### src/rtl/irq_arb_pkg.sv
package irq_arb_pkg;
  // Width of an interrupt ID on the outputs
  localparam int ID_W = 10;
  // ID reported when nothing qualifies
  localparam logic [ID_W-1:0] NO_IRQ = 10'd1023;

  typedef logic [ID_W-1:0] irq_id_t;
endpackage

### src/rtl/irq_pend_store.sv
module irq_pend_store
  import irq_arb_pkg::*;
#(
  parameter int N_CPU    = 2,
  parameter int N_ID     = 64,
  parameter int N_BANKED = 32,
  localparam int N_EXT   = N_ID - N_BANKED,
  localparam int N_PEND  = N_CPU * N_ID
) (
  input  logic              clk,
  input  logic              rst_n,
  input  logic [N_EXT-1:0]  ext_irq,
  input  logic [N_EXT-1:0]  ext_en,
  input  logic [N_EXT-1:0]  ext_edge,
  input  logic [N_EXT*N_CPU-1:0] ext_tgt,
  input  logic [N_PEND-1:0] pend_set,
  input  logic [N_ID-1:0]   pend_clr,
  output logic [N_PEND-1:0] pend_q
);

  logic [N_EXT-1:0]  lvl_q;
  logic [N_EXT-1:0]  lvl_d;
  logic              lvl_upd;
  logic [N_EXT-1:0]  rise;
  logic [N_PEND-1:0] pend_d;
  logic              pend_upd;

  // Stored level follows the line; only a real change is a rise or fall
  always_comb begin
    lvl_d   = ext_irq;
    rise    = ext_irq & ~lvl_q;
    lvl_upd = (ext_irq != lvl_q);
  end

  // Pending next state: clear first, then set, so a set wins
  always_comb begin
    for (int c = 0; c < N_CPU; c++) begin
      for (int i = 0; i < N_ID; i++) begin
        logic set_b;
        set_b = pend_set[c*N_ID+i];
        if (i >= N_BANKED) begin
          set_b = set_b | (rise[i-N_BANKED]
                           & (ext_edge[i-N_BANKED] | ext_en[i-N_BANKED])
                           & ext_tgt[(i-N_BANKED)*N_CPU+c]);
        end
        pend_d[c*N_ID+i] = (pend_q[c*N_ID+i] & ~pend_clr[i]) | set_b;
      end
    end
    pend_upd = (pend_d != pend_q);
  end

  always_ff @(posedge clk or negedge rst_n) begin
    if (!rst_n) begin
      lvl_q <= '0;
    end else if (lvl_upd) begin
      lvl_q <= lvl_d;
    end
  end

  always_ff @(posedge clk or negedge rst_n) begin
    if (!rst_n) begin
      pend_q <= '0;
    end else if (pend_upd) begin
      pend_q <= pend_d;
    end
  end

endmodule

### src/rtl/irq_prio_pick.sv
module irq_prio_pick
  import irq_arb_pkg::*;
#(
  parameter int N_ID   = 64,
  parameter int PRIO_W = 8,
  localparam int BP_W  = PRIO_W + 1
) (
  input  logic [N_ID-1:0]        cand,
  input  logic [N_ID*PRIO_W-1:0] prio,
  output logic [BP_W-1:0]        best_prio,
  output irq_id_t                best_id
);

  localparam logic [BP_W-1:0] IDLE = BP_W'(1) << PRIO_W;

  // Ascending scan; strict compare keeps the lowest ID on a tie
  always_comb begin
    best_prio = IDLE;
    best_id   = NO_IRQ;
    for (int i = 0; i < N_ID; i++) begin
      if (cand[i] && ({1'b0, prio[i*PRIO_W +: PRIO_W]} < best_prio)) begin
        best_prio = {1'b0, prio[i*PRIO_W +: PRIO_W]};
        best_id   = ID_W'(i);
      end
    end
  end

endmodule

### src/rtl/irq_cpu_gate.sv
module irq_cpu_gate
  import irq_arb_pkg::*;
#(
  parameter int PRIO_W = 8,
  localparam int BP_W  = PRIO_W + 1
) (
  input  logic              dist_en,
  input  logic              if_en,
  input  logic [BP_W-1:0]   best_prio,
  input  irq_id_t           best_id,
  input  logic [PRIO_W-1:0] mask,
  input  logic [BP_W-1:0]   run,
  output logic              req,
  output irq_id_t           hpid
);

  always_comb begin
    req  = 1'b0;
    hpid = NO_IRQ;
    if (dist_en && if_en && (best_prio <= {1'b0, mask})) begin
      hpid = best_id;
      req  = (best_prio < run);
    end
  end

endmodule

### src/rtl/irq_prio_arb.sv
module irq_prio_arb
  import irq_arb_pkg::*;
#(
  parameter int N_CPU    = 2,
  parameter int N_ID     = 64,
  parameter int N_BANKED = 32,
  parameter int PRIO_W   = 8,
  localparam int N_EXT   = N_ID - N_BANKED,
  localparam int RUN_W   = PRIO_W + 1
) (
  input  logic                         clk,
  input  logic                         rst_n,
  input  logic [N_EXT-1:0]             ext_irq,
  input  logic                         dist_en,
  input  logic [N_CPU-1:0]             cpu_if_en,
  input  logic [N_ID-1:0]              src_en,
  input  logic [N_EXT-1:0]             src_edge,
  input  logic [N_EXT*N_CPU-1:0]       src_tgt,
  input  logic [N_CPU*N_BANKED*PRIO_W-1:0] prio_banked,
  input  logic [N_EXT*PRIO_W-1:0]      prio_shared,
  input  logic [N_CPU*N_ID-1:0]        pend_set,
  input  logic [N_ID-1:0]              pend_clr,
  input  logic [N_CPU*PRIO_W-1:0]      prio_mask,
  input  logic [N_CPU*RUN_W-1:0]       run_prio,
  output logic [N_CPU-1:0]             cpu_irq,
  output logic [N_CPU*ID_W-1:0]        cpu_hpid
);

  logic [N_CPU*N_ID-1:0] pend_q;

  irq_pend_store #(
    .N_CPU   (N_CPU),
    .N_ID    (N_ID),
    .N_BANKED(N_BANKED)
  ) u_pend (
    .clk     (clk),
    .rst_n   (rst_n),
    .ext_irq (ext_irq),
    .ext_en  (src_en[N_ID-1:N_BANKED]),
    .ext_edge(src_edge),
    .ext_tgt (src_tgt),
    .pend_set(pend_set),
    .pend_clr(pend_clr),
    .pend_q  (pend_q)
  );

  for (genvar c = 0; c < N_CPU; c++) begin : g_cpu
    logic [N_ID*PRIO_W-1:0] prio_v;
    logic [N_ID-1:0]        cand;
    logic [RUN_W-1:0]       best_prio;
    irq_id_t                best_id;
    irq_id_t                hpid;

    // Banked IDs read this processor's bank; external IDs read the shared set
    for (genvar i = 0; i < N_ID; i++) begin : g_prio
      if (i < N_BANKED) begin : g_bank
        assign prio_v[i*PRIO_W +: PRIO_W] =
          prio_banked[(c*N_BANKED+i)*PRIO_W +: PRIO_W];
      end else begin : g_shr
        assign prio_v[i*PRIO_W +: PRIO_W] =
          prio_shared[(i-N_BANKED)*PRIO_W +: PRIO_W];
      end
    end

    assign cand = src_en & pend_q[c*N_ID +: N_ID];

    irq_prio_pick #(
      .N_ID  (N_ID),
      .PRIO_W(PRIO_W)
    ) u_pick (
      .cand     (cand),
      .prio     (prio_v),
      .best_prio(best_prio),
      .best_id  (best_id)
    );

    irq_cpu_gate #(
      .PRIO_W(PRIO_W)
    ) u_gate (
      .dist_en  (dist_en),
      .if_en    (cpu_if_en[c]),
      .best_prio(best_prio),
      .best_id  (best_id),
      .mask     (prio_mask[c*PRIO_W +: PRIO_W]),
      .run      (run_prio[c*RUN_W +: RUN_W]),
      .req      (cpu_irq[c]),
      .hpid     (hpid)
    );

    assign cpu_hpid[c*ID_W +: ID_W] = hpid;
  end

endmodule

### config.mk
export PLATFORM = sky130hd
export DESIGN_NAME = irq_prio_arb
export DESIGN_NICKNAME = d
export VERILOG_FILES = /design/src/rtl/irq_arb_pkg.sv /design/src/rtl/irq_pend_store.sv /design/src/rtl/irq_prio_pick.sv /design/src/rtl/irq_cpu_gate.sv /design/src/rtl/irq_prio_arb.sv
export SDC_FILE = /design/constraint.sdc
export NUM_CORES = 2
export LEC_CHECK = 0
export ABC_AREA = 1
export BUFFER_PORTS_ARGS = -buffer_cell sky130_fd_sc_hd__buf_4
export CAP_MARGIN = 40
export CELL_PAD_IN_SITES_DETAIL_PLACEMENT = 0
export CELL_PAD_IN_SITES_GLOBAL_PLACEMENT = 1
export CORE_AREA = 2 2 469 471
export DETAILED_ROUTE_END_ITERATION = 10
export DIE_AREA = 0 0 471 473
export HOLD_SLACK_MARGIN = 0.02
export PLACE_DENSITY_LB_ADDON = 0.25
export RECOVER_POWER = 100
export SETUP_SLACK_MARGIN = 0.05
export SLEW_MARGIN = 10
export SYNTH_ARGS = -nofsm -noshare
export SYNTH_HDL_FRONTEND = slang
export SYNTH_SLANG_ARGS = --single-unit
### constraint.sdc
create_clock -name clk -period 212.5 [get_ports clk]
set_input_delay 42.5 -clock clk [delete_from_list [all_inputs] [get_ports clk]]
set_output_delay 42.5 -clock clk [all_outputs]
set_load 0.02 [all_outputs]
==> impl_metrics.env <==
export IMPL_synthDistinctLibCells=67
export IMPL_reg2reg_to="u_pend.lvl_q[2]"
export IMPL_fmax_mhz=5.61
export IMPL_hp_class="flop to flop"
export IMPL_synthCells=8084
export IMPL_use_met3=0.0514
export IMPL_async_reset_ff_frac=1.00
export IMPL_drtPass1Iterations=6
export IMPL_leakage_nw=35.0
export IMPL_clk_latency_ns=0.58
export IMPL_ir_drop_mv=0.00874
export IMPL_clk_path_buf_depth=2
export IMPL_holdBufCountCts=0
export IMPL_htree_levels=4
export IMPL_crit_fanout=22
export IMPL_drv_cap=5
export IMPL_io_buffer_count=1212
export IMPL_avgViaCountPerCell=4.68
export IMPL_finalHoldViolCount=0
export IMPL_whs_path_depth=2
export IMPL_busiest_layer="met2"
export IMPL_drtIter0Drc=3245
export IMPL_synth_seq_cells=160
export IMPL_reg2reg_from="u_pend.lvl_q[2]"
export IMPL_ys_seq_area_frac=0.0784
export IMPL_met2_usage=0.423
export IMPL_grt_max_degree=70
export IMPL_min_period_ns=178.11
export IMPL_cp_data_arrival_time_ns=135.61
export IMPL_rsz0062_at_grt="false"
export IMPL_fp_dieW_um=471
export IMPL_clk_pin_slew_ns=0.08
export IMPL_start_util=0.234
export IMPL_wire_per_inst_um=22.4
export IMPL_cpMostUsedCell="nand2_1"
export IMPL_cpMaxStageDelayCell="nand2_1"
export IMPL_place_ws_ns=36.96
export IMPL_ctsRootBufferMaster="clkbuf_16"
export IMPL_dp_final_hpwl_um=248000
export IMPL_synth_edf_count=0
export IMPL_drive_above_1_share=0.276
export IMPL_fin_nets=11200
export IMPL_cts_resized=0
export IMPL_use_met1=0.280
export IMPL_postCtsSetupBuffers=0
export IMPL_slew_violations=232
export IMPL_final_setup_worst_slack_ns=34.39
export IMPL_synth_nets=10100
export IMPL_synth_area_per_cell_sq_um=6.31
export IMPL_critical_path_class="primary input to primary output"
export IMPL_syn_cell_area_sq_mm=0.0510
export IMPL_grt_pass1_wl_um=384000
export IMPL_die_h_um=473
export IMPL_failed_checks="max-capacitance violations, max-slew violations"
export IMPL_rows=172
export IMPL_r2r_slack_ns=208.79
export IMPL_yosysWarnings=0
export IMPL_ios=1213
export IMPL_area_growth_pct=22.4
export IMPL_critPathMaxStageDelay_ns=0.70
export IMPL_status="finished with violations"
export IMPL_hold_end="u_pend.pend_q[3]"
export IMPL_drt_total_wl_um=272000
export IMPL_antenna_found_initial=158
export IMPL_coreArea_sq_mm=0.218
export IMPL_setup_viol=0
export IMPL_dr_total_vias=56700
export IMPL_clkSinkCount=160
export IMPL_cp_required_ns=170.00
export IMPL_dieArea_sq_mm=0.223
export IMPL_critPathLaunch="src_en[0]"
export IMPL_p_per_area_mw_per_mm2=15.9
export IMPL_grt_overflow_total=0
export IMPL_critPathCaptureType="primary output"
export IMPL_max_slew_margin_rel=-2.07
export IMPL_gp_congestion=0.947
export IMPL_fin_setup_tns_ns=0
export IMPL_tightest_slew_ns=4.61
export IMPL_worst_clock_skew_ns=0.0256
export IMPL_ant_nets=0
export IMPL_min_delay_start="u_pend.pend_q[3]"
export IMPL_whs_ns=0.518
export IMPL_cts_tree="done"
export IMPL_synth_ff_type="dfrtp_1"
export IMPL_grt_total_usage=0.236
export IMPL_rr_worst_depth=7
export IMPL_grt_pass1_vias=55400
export IMPL_drc_errors=0
export IMPL_cts_buffers=17
export IMPL_cp_start_kind="primary input"
export IMPL_min_period_over_period=0.838
[sequential cells by signal, indices dropped and copies added (netlist names)]
name,flops
u_pend.pend_q,128
u_pend.lvl_q,32
[cell type report]
class	instances	area (sq um)
antenna	49	123
clock buffer	17	425
multi-input combinational	6457	40100
sequential	160	4000
tap	2871	3590
fill	24800	156000
clock inverter	15	164
inverter	1310	5010
timing repair buffer	1226	9000
[how the worst max path moves through the flow]
stage                               to  slack, ns
after global routing      cpu_hpid[15]      24.62
after detailed placement  cpu_hpid[15]      36.96
after CTS                 cpu_hpid[15]      36.75
after floorplan           cpu_hpid[14]      50.81
after global placement    cpu_hpid[15]      37.19
final                     cpu_hpid[15]      34.39
[metrics by stage]
step                      total power [mW]  cells  utilization  instance area [sq um]
after floorplan                      0.740   8084            -                  51000
after global placement               0.949  12000        0.284                  62000
after detailed placement             0.958  12000        0.284                  62000
after CTS                             1.00  12100        0.287                  62600
after global routing                  1.13  12100        0.286                  62400
final                                0.991  12100        0.286                  62500
[per-layer routing]
| metal | wire length (um) | vias up | share of wire |
|---|---|---|---|
| li1 | - | 28800 | - |
| met1 | 112000 | 25900 | 0.41 |
| met2 | 134000 | 1503 | 0.49 |
| met3 | 16300 | 357 | 0.060 |
| met4 | 8430 | 94 | 0.031 |
| met5 | 599 | - | 0.0022 |
[critical path, delay by kind of cell]
kind	cells	cell delay, ns
AO/OA/AOI/OAI	197	46.49
AND/OR/NAND/NOR	202	24.18
adder cells (fa/ha/maj)	64	20.26
buffers and inverters	28	1.90
[placed cells by master (no fill, tap or decap), drive strengths merged]
master	synthesis	final
a31o	2	2
nor3b	37	37
nor3	22	22
a31oi	10	10
nand3	705	705
diode	0	49
and3	1	1
clkinvlp	0	2
o21bai	64	64
clkbuf	83	118
o211a	4	4
clkinv	9	14
a21o	4	4
nor2	312	312
nor4b	1	1
o21ai	1051	1051
inv	1300	1308
o31a	1	1
nor4	7	7
a21oi	336	336
nand3b	57	57
nand2	2863	2863
o2111ai	1	1
o221ai	64	64
buf	74	1125
or3	2	2
bufinv	1	1
o31ai	1	1
a211oi	8	8
o211ai	44	44
and2	2	2
o41ai	3	3
o221a	2	2
nand4	27	27
dfrtp	160	160
ha	826	826
[Yosys cell counts, drive strengths merged (10+ instances only)]
cell type	number	area, sq um
o211ai	44	495
nor3	22	115
buf	74	753
inv	1300	4950
a21oi	336	1870
o221ai	64	561
nand3b	57	457
nor2	312	1900
nand3	705	3630
o21bai	64	480
dfrtp	160	4000
ha	826	10300
nand2	2863	13800
o21ai	1051	5560
clkbuf	83	1080
a31oi	10	62.6
nand4	27	175
nor3b	37	454
[cell families after synthesis]
kind of cell | after synthesis | synth area share
AND/OR/NAND/NOR | 4036 | 0.403
AO/OA/AOI/OAI | 1595 | 0.182
buffers and inverters | 1467 | 0.134
adder cells (fa/ha/maj) | 826 | 0.202
flip-flops | 160 | 0.0784
[where the power goes]
part / leakage, nW / switching (mW) / internal [mW]
Sequential: 1.73 / 0.00182 / 0.0325
Combinational: 33.0 / 0.599 / 0.321
Clock: 0.289 / 0.0206 / 0.0158
Power figures use the tool's default switching activity.
